### config.mk
export PLATFORM = sky130hd
export DESIGN_NAME = tri_interval_timer
export DESIGN_NICKNAME = d
export VERILOG_FILES = /design/src/rtl/tri_timer_pkg.sv /design/src/rtl/tmr_channel.sv /design/src/rtl/tmr_aux.sv /design/src/rtl/tri_interval_timer.sv
export SDC_FILE = /design/constraint.sdc
export NUM_CORES = 1
export LEC_CHECK = 0
export BUFFER_PORTS_ARGS = -buffer_cell sky130_fd_sc_hd__buf_2
export CAP_MARGIN = 20
export CORE_UTILIZATION = 30
export DETAILED_ROUTE_END_ITERATION = 8
export PLACE_DENSITY_LB_ADDON = 0.1
export SETUP_SLACK_MARGIN = 0.2
export SLEW_MARGIN = 25
export SYNTH_ARGS = -nofsm -noshare
export SYNTH_HDL_FRONTEND = slang
export SYNTH_SLANG_ARGS = --single-unit
export TNS_END_PERCENT = 5
### constraint.sdc
create_clock -name clk -period 13.6 [get_ports clk]
set_input_delay 1.36 -clock clk [delete_from_list [all_inputs] [get_ports clk]]
set_output_delay 1.36 -clock clk [all_outputs]
set_load 0.1 [all_outputs]
### src/rtl/tri_timer_pkg.sv
package tri_timer_pkg;

  typedef enum logic [1:0] {
    ACC_SNAP = 2'b00,
    ACC_LO   = 2'b01,
    ACC_HI   = 2'b10,
    ACC_LOHI = 2'b11
  } acc_e;

  typedef enum logic [1:0] {
    K_TERM   = 2'd0,
    K_SQUARE = 2'd1,
    K_STROBE = 2'd2
  } cnt_kind_e;

  function automatic cnt_kind_e kind_of(input logic [2:0] m);
    if (m[1:0] == 2'b11) return K_SQUARE;
    else if (m == 3'b100) return K_STROBE;
    else return K_TERM;
  endfunction

endpackage

### src/rtl/tmr_channel.sv
module tmr_channel
  import tri_timer_pkg::*;
#(
  parameter int BYTE_W = 8
) (
  input  logic              clk,
  input  logic              rst_n,
  input  logic              tick_i,
  input  logic              gate_i,
  input  logic              ctl_wr_i,
  input  logic              snap_cmd_i,
  input  logic              rb_cnt_i,
  input  logic              rb_stat_i,
  input  logic              dat_wr_i,
  input  logic              dat_rd_i,
  input  logic [BYTE_W-1:0] wdata_i,
  output logic [BYTE_W-1:0] rdata_o,
  output logic              out_o
);

  localparam int CNT_W = 2 * BYTE_W;
  localparam logic [CNT_W-1:0] ONE = CNT_W'(1);
  localparam logic [CNT_W-1:0] TWO = CNT_W'(2);

  logic [2:0]        mode_q, mode_d;
  logic [1:0]        acc_q, acc_d;
  logic [CNT_W-1:0]  reload_q, reload_d;
  logic [CNT_W-1:0]  count_q, count_d;
  logic [CNT_W-1:0]  snap_q, snap_d;
  logic [BYTE_W-1:0] stat_q, stat_d;
  logic out_q, out_d, pend_q, pend_d, run_q, run_d, armed_q, armed_d;
  logic wr_hi_q, wr_hi_d, rd_hi_q, rd_hi_d, snap_v_q, snap_v_d, stat_v_q, stat_v_d;

  cnt_kind_e        kind;
  logic             commit;
  logic             sel_hi, last_byte;
  logic [CNT_W-1:0] src, reload_even;

  assign kind        = kind_of(mode_q);
  assign reload_even = {reload_q[CNT_W-1:1], 1'b0};
  assign sel_hi      = (acc_q == ACC_HI) || ((acc_q == ACC_LOHI) && rd_hi_q);
  assign last_byte   = (acc_q != ACC_LOHI) || rd_hi_q;
  assign src         = snap_v_q ? snap_q : count_q;
  assign rdata_o     = stat_v_q ? stat_q : (sel_hi ? src[CNT_W-1:BYTE_W] : src[BYTE_W-1:0]);
  assign out_o       = out_q;
  assign commit      = dat_wr_i && ((acc_q != ACC_LOHI) || wr_hi_q);

  always_comb begin
    mode_d = mode_q;   acc_d = acc_q;     reload_d = reload_q; count_d = count_q;
    snap_d = snap_q;   stat_d = stat_q;   out_d = out_q;       pend_d = pend_q;
    run_d = run_q;     armed_d = armed_q; wr_hi_d = wr_hi_q;   rd_hi_d = rd_hi_q;
    snap_v_d = snap_v_q; stat_v_d = stat_v_q;

    if (tick_i) begin
      if (kind == K_STROBE && !out_q) out_d = 1'b1;
      if (pend_q) begin
        count_d = (kind == K_SQUARE) ? reload_even : reload_q;
        pend_d  = 1'b0;
        run_d   = 1'b1;
        armed_d = 1'b1;
      end else if (run_q && gate_i) begin
        unique case (kind)
          K_SQUARE: begin
            if (count_q == TWO) begin
              count_d = reload_even;
              out_d   = ~out_q;
            end else begin
              count_d = count_q - TWO;
            end
          end
          K_STROBE: begin
            count_d = count_q - ONE;
            if (armed_q && count_q == ONE) begin
              out_d   = 1'b0;
              armed_d = 1'b0;
            end
          end
          default: begin
            count_d = count_q - ONE;
            if (count_q == ONE) out_d = 1'b1;
          end
        endcase
      end
    end

    if ((snap_cmd_i || rb_cnt_i) && !snap_v_q) begin
      snap_d   = count_q;
      snap_v_d = 1'b1;
    end
    if (rb_stat_i && !stat_v_q) begin
      stat_d   = BYTE_W'({out_q, pend_q, acc_q, mode_q, 1'b0});
      stat_v_d = 1'b1;
    end

    if (dat_wr_i) begin
      unique case (acc_q)
        ACC_LO: reload_d = {{BYTE_W{1'b0}}, wdata_i};
        ACC_HI: reload_d = {wdata_i, {BYTE_W{1'b0}}};
        default: begin
          if (!wr_hi_q) reload_d[BYTE_W-1:0]     = wdata_i;
          else          reload_d[CNT_W-1:BYTE_W] = wdata_i;
          wr_hi_d = ~wr_hi_q;
        end
      endcase
      if (commit) begin
        pend_d = 1'b1;
        if (kind == K_TERM) out_d = 1'b0;
      end
    end

    if (dat_rd_i) begin
      if (stat_v_q) begin
        stat_v_d = 1'b0;
      end else begin
        if (acc_q == ACC_LOHI) rd_hi_d = ~rd_hi_q;
        if (snap_v_q && last_byte) snap_v_d = 1'b0;
      end
    end

    if (ctl_wr_i) begin
      mode_d   = wdata_i[3:1];
      acc_d    = wdata_i[5:4];
      wr_hi_d  = 1'b0;
      rd_hi_d  = 1'b0;
      run_d    = 1'b0;
      pend_d   = 1'b0;
      armed_d  = 1'b0;
      snap_v_d = 1'b0;
      stat_v_d = 1'b0;
      out_d    = (kind_of(wdata_i[3:1]) != K_TERM);
    end
  end

  always_ff @(posedge clk or negedge rst_n) begin
    if (!rst_n) begin
      mode_q <= '0; acc_q <= '0; reload_q <= '0; count_q <= '0;
      snap_q <= '0; stat_q <= '0; out_q <= 1'b0; pend_q <= 1'b0;
      run_q <= 1'b0; armed_q <= 1'b0; wr_hi_q <= 1'b0; rd_hi_q <= 1'b0;
      snap_v_q <= 1'b0; stat_v_q <= 1'b0;
    end else begin
      mode_q <= mode_d; acc_q <= acc_d; reload_q <= reload_d; count_q <= count_d;
      snap_q <= snap_d; stat_q <= stat_d; out_q <= out_d; pend_q <= pend_d;
      run_q <= run_d; armed_q <= armed_d; wr_hi_q <= wr_hi_d; rd_hi_q <= rd_hi_d;
      snap_v_q <= snap_v_d; stat_v_q <= stat_v_d;
    end
  end


  seq_restart_chk: assert property (@(posedge clk) disable iff (!rst_n)
    ctl_wr_i |=> (!wr_hi_q && !rd_hi_q));


  term_hold_chk: assert property (@(posedge clk) disable iff (!rst_n)
    (kind == K_TERM && out_q && !ctl_wr_i && !commit) |=> out_q);


  square_even_chk: assert property (@(posedge clk) disable iff (!rst_n)
    (kind == K_SQUARE && run_q) |-> !count_q[0]);


  strobe_width_chk: assert property (@(posedge clk) disable iff (!rst_n)
    (kind == K_STROBE && !out_q && tick_i && !ctl_wr_i) |=> out_q);


  snap_hold_chk: assert property (@(posedge clk) disable iff (!rst_n)
    (snap_v_q && !dat_rd_i && !ctl_wr_i) |=> (snap_v_q && $stable(snap_q)));

endmodule

### src/rtl/tmr_aux.sv
module tmr_aux #(
  parameter int BYTE_W = 8
) (
  input  logic              clk,
  input  logic              rst_n,
  input  logic              aux_wr_i,
  input  logic [BYTE_W-1:0] wdata_i,
  input  logic              out2_i,
  output logic              gate2_o,
  output logic              spk_o,
  output logic [BYTE_W-1:0] rdata_o
);

  logic gate_q, gate_d, spk_q, spk_d;

  always_comb begin
    gate_d = gate_q;
    spk_d  = spk_q;
    if (aux_wr_i) begin
      gate_d = wdata_i[0];
      spk_d  = wdata_i[1];
    end
  end

  always_ff @(posedge clk or negedge rst_n) begin
    if (!rst_n) begin
      gate_q <= 1'b0;
      spk_q  <= 1'b0;
    end else begin
      gate_q <= gate_d;
      spk_q  <= spk_d;
    end
  end

  always_comb begin
    rdata_o    = '0;
    rdata_o[0] = gate_q;
    rdata_o[1] = spk_q;
    rdata_o[4] = out2_i;
  end

  assign gate2_o = gate_q;
  assign spk_o   = spk_q;


  aux_hold_chk: assert property (@(posedge clk) disable iff (!rst_n)
    !aux_wr_i |=> $stable({gate_q, spk_q}));

endmodule

### src/rtl/tri_interval_timer.sv
module tri_interval_timer
  import tri_timer_pkg::*;
#(
  parameter int BYTE_W = 8
) (
  input  logic              clk,
  input  logic              rst_n,
  input  logic [1:0]        bus_addr,
  input  logic              bus_wr,
  input  logic              bus_rd,
  input  logic [BYTE_W-1:0] bus_wdata,
  output logic [BYTE_W-1:0] bus_rdata,
  input  logic              aux_wr,
  output logic [BYTE_W-1:0] aux_rdata,
  input  logic [2:0]        tick_en,
  input  logic [1:0]        gate_in,
  output logic [2:0]        tmr_out,
  output logic              spk_en
);

  localparam int NCH  = 3;
  localparam int CH_W = 2;
  localparam logic [CH_W-1:0] CTL_ADDR = 2'd3;

  logic [1:0]        rst_sync_q;
  logic              rst_int_n;
  logic              ctl_hit, is_rb, gate2;
  logic [CH_W-1:0]   sel;
  logic [NCH-1:0]    gate_vec;
  logic [BYTE_W-1:0] ch_rdata [NCH];

  always_ff @(posedge clk or negedge rst_n) begin
    if (!rst_n) rst_sync_q <= 2'b00;
    else        rst_sync_q <= {rst_sync_q[0], 1'b1};
  end
  assign rst_int_n = rst_sync_q[1];

  assign ctl_hit  = bus_wr && (bus_addr == CTL_ADDR);
  assign sel      = bus_wdata[7:6];
  assign is_rb    = (sel == 2'b11);
  assign gate_vec = {gate2, gate_in};

  for (genvar g = 0; g < NCH; g++) begin : g_ch
    logic hit, ctl_w, snap_c, rb_c, rb_s, d_wr, d_rd;
    assign hit    = ctl_hit && !is_rb && (sel == CH_W'(g));
    assign ctl_w  = hit && (bus_wdata[5:4] != ACC_SNAP);
    assign snap_c = hit && (bus_wdata[5:4] == ACC_SNAP);
    assign rb_c   = ctl_hit && is_rb && bus_wdata[g+1] && !bus_wdata[5];
    assign rb_s   = ctl_hit && is_rb && bus_wdata[g+1] && !bus_wdata[4];
    assign d_wr   = bus_wr && (bus_addr == CH_W'(g));
    assign d_rd   = bus_rd && (bus_addr == CH_W'(g));

    tmr_channel #(.BYTE_W(BYTE_W)) u_ch (
      .clk       (clk),
      .rst_n     (rst_int_n),
      .tick_i    (tick_en[g]),
      .gate_i    (gate_vec[g]),
      .ctl_wr_i  (ctl_w),
      .snap_cmd_i(snap_c),
      .rb_cnt_i  (rb_c),
      .rb_stat_i (rb_s),
      .dat_wr_i  (d_wr),
      .dat_rd_i  (d_rd),
      .wdata_i   (bus_wdata),
      .rdata_o   (ch_rdata[g]),
      .out_o     (tmr_out[g])
    );
  end

  always_comb begin
    bus_rdata = '0;
    for (int i = 0; i < NCH; i++) begin
      if (bus_addr == CH_W'(i)) bus_rdata = ch_rdata[i];
    end
  end

  tmr_aux #(.BYTE_W(BYTE_W)) u_aux (
    .clk     (clk),
    .rst_n   (rst_int_n),
    .aux_wr_i(aux_wr),
    .wdata_i (bus_wdata),
    .out2_i  (tmr_out[2]),
    .gate2_o (gate2),
    .spk_o   (spk_en),
    .rdata_o (aux_rdata)
  );


  ctl_read_zero_chk: assert property (@(posedge clk) disable iff (!rst_int_n)
    (bus_addr == CTL_ADDR) |-> (bus_rdata == '0));

endmodule

==> Yosys cells after proc, flatten, opt, wreduce, memory -nomap -nowiden <==
Cells that the tools add are included.
{ "totals": {"ff_bits": 208, "inputBits": 20, "out_inout_bits": 20, "elab_cells": 419} }
{ "classes": {"add_sub_neg": 6, "n_eq_ne": 47, "muxes": 170, "bitwise_logic": 9, "reduce_logical": 139} }
{ "ops": {"columns": ["operator", "count"], "rows": [
  ["$mux 16", 15],
  ["$mux 1", 123],
  ["$mux 8", 15],
  ["$pmux 16 s2", 3],
  ["$logic_and 1x1->1", 51],
  ["$eq 16x1->1 const B", 3],
  ["$eq 16x2->1 const B", 3],
  ["$sub 16x1->16 const B", 3],
  ["$sub 16x2->16 const B", 3],
  ["$reduce_bool 2->1", 22],
  ["$reduce_bool 3->1", 12],
  ["$eq 2x2->1 const B", 17],
  ["$reduce_and 2->1", 15],
  ["$mux 2", 11],
  ["$eq 2x1->1 const B", 8],
  ["$eq 3x3->1 const B", 4],
  ["$logic_not 1->1", 12],
  ["$logic_not 2->1", 6],
  ["$logic_or 1x1->1", 12],
  ["$ne 2x2->1 const B", 6],
  ["$reduce_and 4->1", 3],
  ["$ne 3x3->1 const B", 3],
  ["$not 1->1", 9],
  ["$reduce_and 3->1", 3],
  ["other kinds (3)", 9]
]} }

==> Longest topological paths before layout <==
Gate-level depths: netlist (run 1).
{ "depth": {"word_depth": 15, "mapped_depth": 9, "ltp_nobuf": 8} }

==> Modules after synthesis <==
Synthesis (run 1) repeated with hierarchy kept, for this count alone.
{ "hier_totals": {"hier_cells": 1375, "area_unflattened_um2": 13057.5} }
{ "by_module_without_submodules": {"columns": ["module", "instances", "cells_each", "area_each_um2", "seq_area_each_um2"], "rows": [
  ["tmr_channel (g_ch[0].u_ch ...)", 2, 441, 4209.0, 1701.6],
  ["tmr_channel (g_ch[2].u_ch)", 1, 432, 4097.7, 1701.6],
  ["tri_interval_timer", 1, 48, 405.4, 50.0],
  ["tmr_aux", 1, 13, 136.4, 50.0]
]} }

==> Worst setup path before layout (run 1) <==
Ideal clock, no wire load.
{ "synth_path": {"path_kind": "input port to output port", "from": "input port bus_addr[1]", "to": "output port bus_rdata[2]", "t_arrival_ns": 3.686, "setup_slack_ns": 8.554, "cell_stages": 6, "cell_sequence": "clkbuf_1 nor2b_1 clkbuf_1 and3_1 a211oi_1 a21oi_1"} }
{ "synth_between": {"elab_chain_cells": 4} }
{ "synth_rtl": {"columns": ["item", "line_no", "rtl"], "rows": [
  ["from (decl)", "tri_interval_timer.sv:8", "input logic [1:0] bus_addr,"],
  ["$logic_not 2->1", "tri_interval_timer.sv:73", "if (bus_addr == CH_W'(i)) bus_rdata = ch_rdata[i];"],
  ["$mux 8 (2 in series)", "tri_interval_timer.sv:73", null],
  ["$mux 8 (*)", "tri_interval_timer.sv:73", null],
  ["to (decl)", "tri_interval_timer.sv:12", "output logic [BYTE_W-1:0] bus_rdata,"]
]} }
Mark *: on every way between the ends. The rest lies on a longest branch, timed or not.

==> Worst setup path in the final report (run 1) <==
{ "layout_path": {"from": "input port bus_addr[0]", "to": "output port bus_rdata[2]"} }
The elaborated chain is that of the path after synthesis.

==> reports/qor.csv, run 1 <==
stage,metric,value,unit
layout,final_util,0.345,
sta,relSlewSlack,0.355,
power_and_ir_drop,p_total,2.83,mW
grt,grt_pass1_vias,10100,
sta,skew,9.37,ps
logic_synthesis,synth.most_common_cell,dfrtp_1,
clock_tree,cts_buffer_depth,3,
clock_tree,cts_made_buffers,28,
floorplanning,die_width,204,um
sta,final-setup-viol-count,0,
layout,fin_cells,1841,
layout,seq_area,5210,um^2
sta,setup_tns,0,ps
layout,drive_gt1_frac,0.170,
detailed_routing,vias,10000,
layout,multiInputGateArea,6450,um^2
sta,slew_viol_final,0,
setup_path,r2r_end,g_ch[1].u_ch.count_q[13]$_DFFE_PN0P_,
setup_path,cp_num_cells,6,
floorplanning,die-area,41500,um^2
detailed_routing,wl_per_cell,22.4,um
sta,finalCriticalPeriod,4920,ps
clock_tree,post_cts_buffers,0,
setup_path,path_buf_inv,2,
place,dpl_worst_slack,8710,ps
setup_path,worstSetupPathType,in2out,
setup_path,cp.required,12240,ps
layout,syn_to_final_growth,12.9,%
sta,fmax,203,MHz
clock_tree,path_clk_slew,60,ps
detailed_routing,via_per_inst,5.44,
detailed_routing,highest_layer,met4,
clock_tree,root_buffer,clkbuf_16,
sta,layout_setup_ws,8680,ps
detailed_routing,wl_met2,19600,um
grt,grt_antenna_before_repair,2,
sta,hold_viol_final,0,
power_and_ir_drop,switching_share,0.403,
detailed_routing,routed-wl-met3,1500,um
setup_path,crit_path_end_kind,output port,
logic_synthesis,synth-edff-count,0,
setup_path,cp-endpoint,bus_rdata[2],
power_and_ir_drop,pwr-share-seq,0.400,
setup_path,rr_startpoint,g_ch[1].u_ch.count_q[8]$_DFFE_PN0P_,
detailed_routing,drc,0,
layout,nNetsFinal,1339,
floorplanning,ios,40,
logic_synthesis,async_flop_share,1.00,
logic_synthesis,synth_seq_area_share,0.427,
power_and_ir_drop,power_density,206,nW/um^2
logic_synthesis,ys_ff_latch,208,
clock_tree,cts_tree,yes,
clock_tree,htree_num_levels,1,
place,dp_hpwl,27800,um
clock_tree,ctsResizeCount,0,
sta,worstMarginPinSlew,965,ps
grt,grt_max_degree,171,
power_and_ir_drop,p_int,1.69,mW
setup_path,cpPeakStageDelay,640,ps
logic_synthesis,synth_flop_cell,dfrtp_1,
floorplanning,rows,73,
clock_tree,insertion_delay,560,ps
grt,grt_remaining_overflow,0,
setup_path,critPathMaxFanout,12,
floorplanning,initial_core_util,0.306,
layout,nFillCells,4132,
power_and_ir_drop,p_switching,1.14,mW
logic_synthesis,synth_commonest_cells,"dfrtp_1 (208), nand2_1 (163), o21ai_0 (106)",
place,placedCellCount,1789,
floorplanning,coreArea,39900,um^2
setup_path,r2r_cells,5,
outcome,outcome,"complete, no violations",
detailed_routing,antenna_left,0,
run,max-cap-violations,0,
logic_synthesis,yosys.area.top_type_share,0.427,
setup_path,critPathLaunch,bus_addr[0],
place,port_buffers,34,
setup_path,cp-start-kind,primary input,
detailed_routing,firstDrtPassIters,5,
clock_tree,hold_buffers,0,
detailed_routing,drt-met1-wl,19000,um
power_and_ir_drop,p_comb_frac,0.320,
sta,whs,305,ps
layout,stdcell_area,13800,um^2
floorplanning,die_h,204,um
setup_path,crit_arrival,3560,ps
detailed_routing,drt_iter0_drc,568,
grt,track_usage,0.203,
worst_hold_path,worstHoldPathType,reg2async,
logic_synthesis,syn_avg_cell_area,9.25,um^2
detailed_routing,wirelength,41100,um
logic_synthesis,synth_area,12200,um^2
setup_path,critPathTopFamily,simple AND/OR/NAND/NOR gates,
place,dpl-instance-area,12700,um^2
logic_synthesis,yosysTopAreaCell,dfrtp_1,
place,gp_congestion,0.836,
power_and_ir_drop,irDropWorstVdd,0.000104,V
sta,fin_crit_sh,0.362,
setup_path,cp_slowest_cell,nor2b_1,
power_and_ir_drop,power.leakage,5.74,nW
power_and_ir_drop,clockPowerShare,0.280,
clock_tree,cts.sinks,208,
logic_synthesis,ys_types,71,
setup_path,cp_cell_sequence,buf_2 > nor2b_1 > nor2b_1 > a211oi_1 > a21oi_1 > buf_2,
logic_synthesis,synth_cells,1318,
setup_path,r2r_setup_slack,10410,ps
logic_synthesis,synthTopCellsByArea,"dfrtp_1 (43%), mux2_2 (7.1%), nand2_1 (5.0%)",
grt,grt_pass1_wl,64300,um
logic_synthesis,ys_warn_count,0,
sta,rsz0062_at_grt,false,
worst reg2reg max path, cell delays in order (launching register included):
cell and delay (ps):
dfrtp_1 540, or4_1 600, nor3_1 540, nand3_1 590, a221oi_1 670, a221o_1 190
cells in the final DEF (no fill, tap or decap), drive strengths merged, types with 5 or more instances in the layout:
cell type / instances
o21ai: 111
conb: 6
a21oi: 75
o221ai: 5
dfrtp: 208
o211ai: 13
nor2: 75
nor4b: 5
and3: 13
nand2: 163
nor2b: 9
or2: 9
o21a: 9
o32ai: 5
o22ai: 6
or3: 11
xnor2: 12
nand2b: 19
inv: 40
a221oi: 7
nor3b: 6
o31ai: 6
a32oi: 7
a22oi: 7
nor3: 41
mux2: 77
a21o: 8
and2: 14
nand4: 14
ha: 24
a31oi: 20
xor2: 16
mux4: 24
or4: 8
clkbuf: 41
nand3: 69
mux2i: 5
buf: 49
nor4: 21
flip-flops by register name, indices dropped and copies added (netlist names), 6 cells and up:
register / count
g_ch.u_ch.count_q: 48
g_ch.u_ch.reload_q: 48
g_ch.u_ch.stat_q: 21
g_ch.u_ch.acc_q: 6
g_ch.u_ch.mode_q: 9
g_ch.u_ch.snap_q: 48
routing by layer:
metal	up-vias	global-route usage
li1	4717	-
met4	0	0.0529
met3	67	0.0268
met1	5011	0.277
met2	223	0.338
met5	-	0
how the worst min path moves through the flow:
stage / to / cells past startpoint
CTS: g_ch[1].u_ch.snap_q[11]$_DFFE_PN0P_ / 0
detailed placement: g_ch[1].u_ch.snap_q[13]$_DFFE_PN0P_ / 0
finish: g_ch[1].u_ch.snap_q[11]$_DFFE_PN0P_ / 0
floorplan: rst_sync_q[1]$_DFF_PN0_ / 0
global route: rst_sync_q[1]$_DFF_PN0_ / 0
global placement: rst_sync_q[1]$_DFF_PN0_ / 0
power by group through the flow:
| stage | sequential [mW] | combinational (mW) | clock, mW |
|---|---|---|---|
| after floorplan | 0.960 | 0.787 | 0 |
| after global placement | 1.14 | 0.902 | 0 |
| after detailed placement | 1.14 | 0.906 | 0 |
| after CTS | 1.13 | 0.912 | 0.814 |
| after global routing | 1.17 | 1.01 | 0.837 |
| final | 1.13 | 0.907 | 0.792 |
layout make-up:
cell class	count	area share
tap	525	0.0477
multi-input combinational	968	0.469
antenna	1	0.000182
clock buffer	41	0.0604
inverter	40	0.0109
clock inverter	9	0.0110
timing repair buffer	49	0.0229
sequential	208	0.378
cells by family after synthesis:
family	synth area share
fa+ha+maj	0.0246
flops	0.427
other cells	0.000616
compound gates	0.163
xor+xnor	0.0201
simple gates	0.195
mux	0.120
buf+inv	0.0504
No activity file was read; power rests on OpenSTA's default activity.
==> run 2: changes to the inputs <==
clock period = 5.1 ns   (was 13.6 ns; I/O delays follow)
==> reports/qor.csv, run 2 (synthesis gave the netlist of run 1 again) <==
stage,metric,value,unit,change
power_and_ir_drop,power.leakage,5.75,nW,+0.17%
setup_path,worstSetupPathType,reg2out,,
detailed_routing,firstDrtPassIters,5,,unchanged
detailed_routing,wirelength,41200,um,+0.17%
sta,slew_viol_final,0,,unchanged
floorplanning,coreArea,39900,um^2,unchanged
sta,whs,233,ps,-72.3 ps
floorplanning,initial_core_util,0.306,,unchanged
grt,grt_util_met3,0.0289,,+0.00208
layout,nFillCells,4070,,-1.5%
worst_hold_path,hold_start,aux_wr,,
clock_tree,cts.sinks,208,,unchanged
run,max-cap-violations,0,,unchanged
setup_path,r2r_end,g_ch[1].u_ch.count_q[7]$_DFFE_PN0P_,,
clock_tree,ctsResizeCount,0,,unchanged
place,port_buffers,34,,unchanged
layout,reg.largest.list,"g_ch.u_ch.count_q (48), g_ch.u_ch.reload_q (48), g_ch.u_ch.snap_q (48)",,
floorplanning,die_h,204,um,unchanged
detailed_routing,antenna_left,0,,unchanged
layout,drive_gt1_frac,0.173,,+0.00304
clock_tree,cts_tree,yes,,
clock_tree,cts_buffer_depth,3,,unchanged
grt,grt_pass1_vias,10100,,-0.35%
setup_path,cp_slowest_cell,mux4_2,,
outcome,outcome,"complete, no violations",,
setup_path,cp_cell_sequence,ha_1 > a21oi_2 > mux4_2 > mux2_2 > nand2_1 > nand3_1 > buf_2,,
layout,syn_to_final_growth,13.1,%,
grt,grtUsageMet2,0.335,,-0.00232
place,placedCellCount,1787,,-0.11%
sta,fin_crit_sh,0.728,,
detailed_routing,wl_per_cell,22.4,um,+0.17%
sta,worstMarginPinSlew,975,ps,+10.4 ps
floorplanning,ios,40,,unchanged
grt,grt_remaining_overflow,0,,unchanged
power_and_ir_drop,power_density,551,nW/um^2,+170%
grt,grt_antenna_before_repair,2,,unchanged
layout,seq_area,5210,um^2,unchanged
worst_hold_path,worstHoldPathType,in2reg,,
worst_hold_path,hold_depth,2,,
setup_path,cpPeakStageDelay,570,ps,-70 ps
clock_tree,root_buffer,clkbuf_16,,
clock_tree,insertion_delay,560,ps,about the same
setup_path,cp-start-kind,register,,
setup_path,rr_startpoint,g_ch[1].u_ch.count_q[8]$_DFFE_PN0P_,,
clock_tree,htree_num_levels,1,,unchanged
layout,final_cell_mix,"dfrtp_1 (207), nand2_1 (163), o21ai_0 (105)",,
sta,finalCriticalPeriod,3710,ps,
sta,skew,17.7,ps,+8.30 ps
clock_tree,post_cts_buffers,0,,unchanged
sta,hold_viol_final,0,,unchanged
clock_tree,path_clk_slew,60,ps,about the same
setup_path,crit_arrival,3200,ps,-360 ps
layout,multiInputGateArea,6450,um^2,about the same
place,dp_hpwl,28800,um,+3.4%
layout,final_util,0.345,,+0.000533
setup_path,path_buf_inv,1,,-1
clock_tree,hold_buffers,1,,+1
worst_hold_path,min_to,u_aux.spk_o$_DFFE_PN0P_,,
clock_tree,cts_made_buffers,28,,unchanged
power_and_ir_drop,p_total,7.59,mW,+170%
sta,relSlewSlack,0.345,,-0.0106
grt,gr-usage-met1,0.279,,+0.00235
sta,setup_tns,0,ps,unchanged
floorplanning,die_width,204,um,unchanged
grt,grt-busiest-layer,met2,,
place,gp_congestion,0.818,,-2.1%
grt,grt_pass1_wl,64600,um,+0.35%
setup_path,r2r_setup_slack,2170,ps,-8240 ps
grt,track_usage,0.205,,+0.00153
detailed_routing,drc,0,,unchanged
sta,rsz0062_at_grt,false,,
setup_path,crit_path_end_kind,output port,,
sta,fmax,269,MHz,
sta,final-setup-viol-count,0,,unchanged
setup_path,critPathTopFamily,multiplexers,,
layout,nNetsFinal,1338,,-0.075%
floorplanning,rows,73,,unchanged
detailed_routing,vias,10000,,+0.040%
setup_path,cp.required,4590,ps,-7650 ps
setup_path,r2r_cells,6,,+1
detailed_routing,drt_iter0_drc,681,,+20%
grt,grt_max_degree,114,,-33%
setup_path,critPathMaxFanout,8,,-4
layout,final_common_cell,dfrtp_1,,
detailed_routing,via_per_inst,5.44,,about the same
floorplanning,die-area,41500,um^2,unchanged
layout,fin_cells,1841,,unchanged
power_and_ir_drop,irDropWorstVdd,0.000254,V,+140%
==> run 2: cell types whose count changed in the layout (fill, tap and decap cells not counted), sizes merged <==
cell | before | now
buf | 49 | 47
clkinvlp | 1 | 2
clkinv | 4 | 5
clkbuf | 41 | 40
dlygate4sd3 | 0 | 1
==> run 2: per-layer routing <==
layer	vias to the layer above	share of wire	routed length (um)
li1	4720	-	-
met1	4996	0.46	19000
met2	250	0.47	19500
met3	56	0.039	1620
met4	0	0.029	1190
met5	-	0	0
==> run 2: metrics by stage <==
stage | instance area [um^2] | setup WS, ps
floorplan | 12200 | 1320
global placement | 12700 | 1700
detailed placement | 12700 | 1630
CTS | 13700 | 1020
global route | 13800 | 1240
finish | 13800 | 1390
==> run 2: area by class of cell <==
| type | count | share of cell area |
|---|---|---|
| inverter | 40 | 0.0109 |
| antenna | 1 | 0.000182 |
| sequential | 208 | 0.378 |
| clock inverter | 11 | 0.0122 |
| tap | 525 | 0.0476 |
| clock buffer | 40 | 0.0622 |
| timing repair buffer | 48 | 0.0211 |
| multi-input combinational | 968 | 0.468 |
==> run 2: worst max path at each step <==
stage / start / end / slack, ps / depth (start not counted)
5_1_grt: g_ch[0].u_ch.acc_q[0]$_DFFE_PN0P_ / bus_rdata[2] / 1240 / 8
3_5_place_dp: g_ch[1].u_ch.acc_q[0]$_DFFE_PN0P_ / bus_rdata[1] / 1630 / 8
6_report: g_ch[0].u_ch.acc_q[1]$_DFFE_PN0P_ / bus_rdata[4] / 1390 / 7
3_3_place_gp: g_ch[0].u_ch.acc_q[0]$_DFFE_PN0P_ / bus_rdata[4] / 1700 / 7
4_1_cts: g_ch[1].u_ch.acc_q[1]$_DFFE_PN0P_ / bus_rdata[1] / 1020 / 7
2_1_floorplan: g_ch[0].u_ch.acc_q[0]$_DFFE_PN0P_ / bus_rdata[2] / 1320 / 7
==> run 2: worst register-to-register path, cell delays in order, from the launching register on <==
cell and delay [ps]:
dfrtp_1 520, or4_1 590, nor3_1 440, nand3_1 550, nor2_1 410, a221oi_2 110, o31ai_1 220
==> run 2: report_power, final <==
| part | switching [mW] | leakage (nW) | internal [mW] |
|---|---|---|---|
| logic | 1.40 | 2.63 | 0.981 |
| registers | 0.849 | 2.62 | 2.20 |
| clock network | 0.792 | 0.501 | 1.36 |
==> run 3: changes to the inputs <==
clock period = 3.4 ns   (was 5.1 ns; I/O delays follow)
==> reports/qor.csv, run 3 (synthesis gave the netlist of run 1 again) <==
stage,metric,value,unit,change
outcome,outcome,"complete, no violations",,
setup_path,path_buf_inv,3,,+2
sta,hold_viol_final,0,,unchanged
layout,final_cell_mix,"dfrtp_1 (206), nand2_1 (160), o21ai_0 (105)",,
detailed_routing,via_per_inst,5.43,,-0.23%
place,dpl-instance-area,13100,um^2,+2.8%
sta,worstMarginPinSlew,879,ps,-95.6 ps
floorplanning,die_h,204,um,unchanged
layout,stdcell_area,14200,um^2,+2.7%
floorplanning,die-area,41500,um^2,unchanged
setup_path,crit_path_end_kind,output port,,
layout,seq_area,5210,um^2,about the same
clock_tree,insertion_delay,540,ps,-20 ps
sta,relSlewSlack,0.408,,+0.0637
detailed_routing,drt_iter0_drc,628,,-7.8%
sta,finalCriticalPeriod,3120,ps,
setup_path,critPathTopFamily,multiplexers,,
floorplanning,ios,40,,unchanged
layout,final_common_cell,dfrtp_1,,
detailed_routing,drc,0,,unchanged
power_and_ir_drop,power.leakage,5.97,nW,+3.9%
sta,setup_tns,0,ps,unchanged
grt,grt_pass1_wl,64700,um,+0.26%
setup_path,critPathLaunch,g_ch[1].u_ch.acc_q[0]$_DFFE_PN0P_,,
clock_tree,path_clk_slew,60,ps,about the same
floorplanning,initial_core_util,0.306,,unchanged
sta,skew,10.3,ps,-7.33 ps
layout,antenna_cells,0,,-1
sta,whs,74.9,ps,-158 ps
power_and_ir_drop,power_density,807,nW/um^2,+47%
layout,nFillCells,4074,,+0.098%
sta,final-setup-viol-count,0,,unchanged
setup_path,worstSetupPathType,reg2out,,
detailed_routing,firstDrtPassIters,5,,unchanged
detailed_routing,vias,10200,,+2.1%
layout,multiInputGateArea,6470,um^2,+0.33%
grt,grt_util_met3,0.0276,,-0.00128
floorplanning,rows,73,,unchanged
clock_tree,htree_num_levels,1,,unchanged
clock_tree,cts_made_buffers,27,,-3.6%
floorplanning,die_width,204,um,unchanged
layout,nNetsFinal,1386,,+3.6%
place,port_buffers,34,,unchanged
setup_path,cpPeakStageDelay,530,ps,-40 ps
worst_hold_path,hold_start,aux_wr,,
grt,grt-busiest-layer,met2,,
sta,fin_crit_sh,0.918,,
layout,syn_to_final_growth,16.1,%,
setup_path,crit_arrival,2780,ps,-420 ps
setup_path,cp.required,3060,ps,-1530 ps
floorplanning,coreArea,39900,um^2,unchanged
setup_path,cp_slowest_cell,mux4_2,,
run,max-cap-violations,0,,unchanged
place,gp_congestion,0.862,,+5.4%
layout,final_util,0.355,,+0.00922
setup_path,critPathMaxFanout,8,,unchanged
clock_tree,cts_buffer_depth,3,,unchanged
setup_path,rr_startpoint,g_ch[1].u_ch.count_q[6]$_DFFE_PN0P_,,
grt,gr-usage-met1,0.282,,+0.00274
sta,fmax,320,MHz,
place,dp_hpwl,29500,um,+2.6%
clock_tree,root_buffer,clkbuf_16,,
clock_tree,cts_tree,yes,,
detailed_routing,wirelength,41600,um,+1.0%
grt,grt_max_degree,61,,-46%
grt,grt_antenna_before_repair,1,,-1
detailed_routing,antenna_left,0,,unchanged
setup_path,cp_cell_sequence,inv_1 > ha_2 > a21oi_1 > buf_4 > mux4_2 > mux2_2 > nand2_1 > o211ai_1 > buf_6,,
clock_tree,cts.sinks,208,,unchanged
grt,grt_remaining_overflow,0,,unchanged
detailed_routing,wl_per_cell,22.1,um,-1.3%
grt,grt_pass1_vias,10300,,+2.5%
sta,rsz0062_at_grt,true,,
grt,track_usage,0.204,,-0.000387
worst_hold_path,worstHoldPathType,in2reg,,
power_and_ir_drop,irDropWorstVdd,0.000369,V,+45%
grt,grtUsageMet2,0.333,,-0.00244
layout,drive_gt1_frac,0.207,,+0.0334
setup_path,cp-start-kind,register,,
layout,reg.largest.list,"g_ch.u_ch.count_q (48), g_ch.u_ch.reload_q (48), g_ch.u_ch.snap_q (48)",,
sta,slew_viol_final,0,,unchanged
-- run 3: area by class of cell --
type / instances / area share
Clock buffer: 38 / 0.0549
Multi-Input combinational cell: 968 / 0.457
Inverter: 40 / 0.0106
Sequential cell: 208 / 0.368
Timing Repair Buffer: 97 / 0.0545
Tap cell: 525 / 0.0464
Clock inverter: 8 / 0.00813
-- run 3: timing repair --
action / in CTS / in global routing
hold buffers: 1 / 0
gates resized for setup: 13 / 22
endpoints found under the setup margin: 4 / 7
buffers inserted: 4 / 3
pin swaps: 0 / 2
hold endpoints to repair: 2 / 0
-- run 3: final timing paths --
kind,to,slack [ps],cells after the start
min in group asynchronous,rst_sync_q[1]$_DFF_PN0_,110,2
worst max register to register,g_ch[1].u_ch.count_q[13]$_DFFE_PN0P_,600,6
worst min-delay path,u_aux.spk_o$_DFFE_PN0P_,70,2
worst max-delay path,bus_rdata[1],280,9
max in group asynchronous,g_ch[1].u_ch.snap_q[6]$_DFFE_PN0P_,2170,1
worst min register to register,rst_sync_q[1]$_DFF_PN0_,350,0
-- run 3: per-layer routing --
layer	vias to the layer above	wire [um]
met1	5078	19100
met4	0	1080
li1	4807	-
met3	65	1900
met5	-	0
met2	282	19500
-- run 3: power breakdown --
part	leakage [nW]	internal (mW)	switching [mW]	total, mW
sequential	2.61	3.31	1.04	4.35
combinational	2.91	1.73	2.44	4.16
clock	0.444	1.80	1.11	2.91
total	5.97	6.83	4.59	11.4
-- run 3: worst register-to-register path, stage by stage (launching register included) --
cell	delay, ps
dfrtp_1	460
or4_1	700
or4_4	670
o21a_1	390
nand2_1	130
nand2_1	60
a221o_1	290
-- run 3: per-stage QoR --
step | total power, mW | cells | setup WS [ps]
CTS | 11.4 | 1881 | 189
global route | 12.1 | 1884 | 181
detailed placement | 8.39 | 1830 | 633
global placement | 8.37 | 1830 | 646
floorplan | 6.98 | 1322 | 166
finish | 11.4 | 1884 | 279
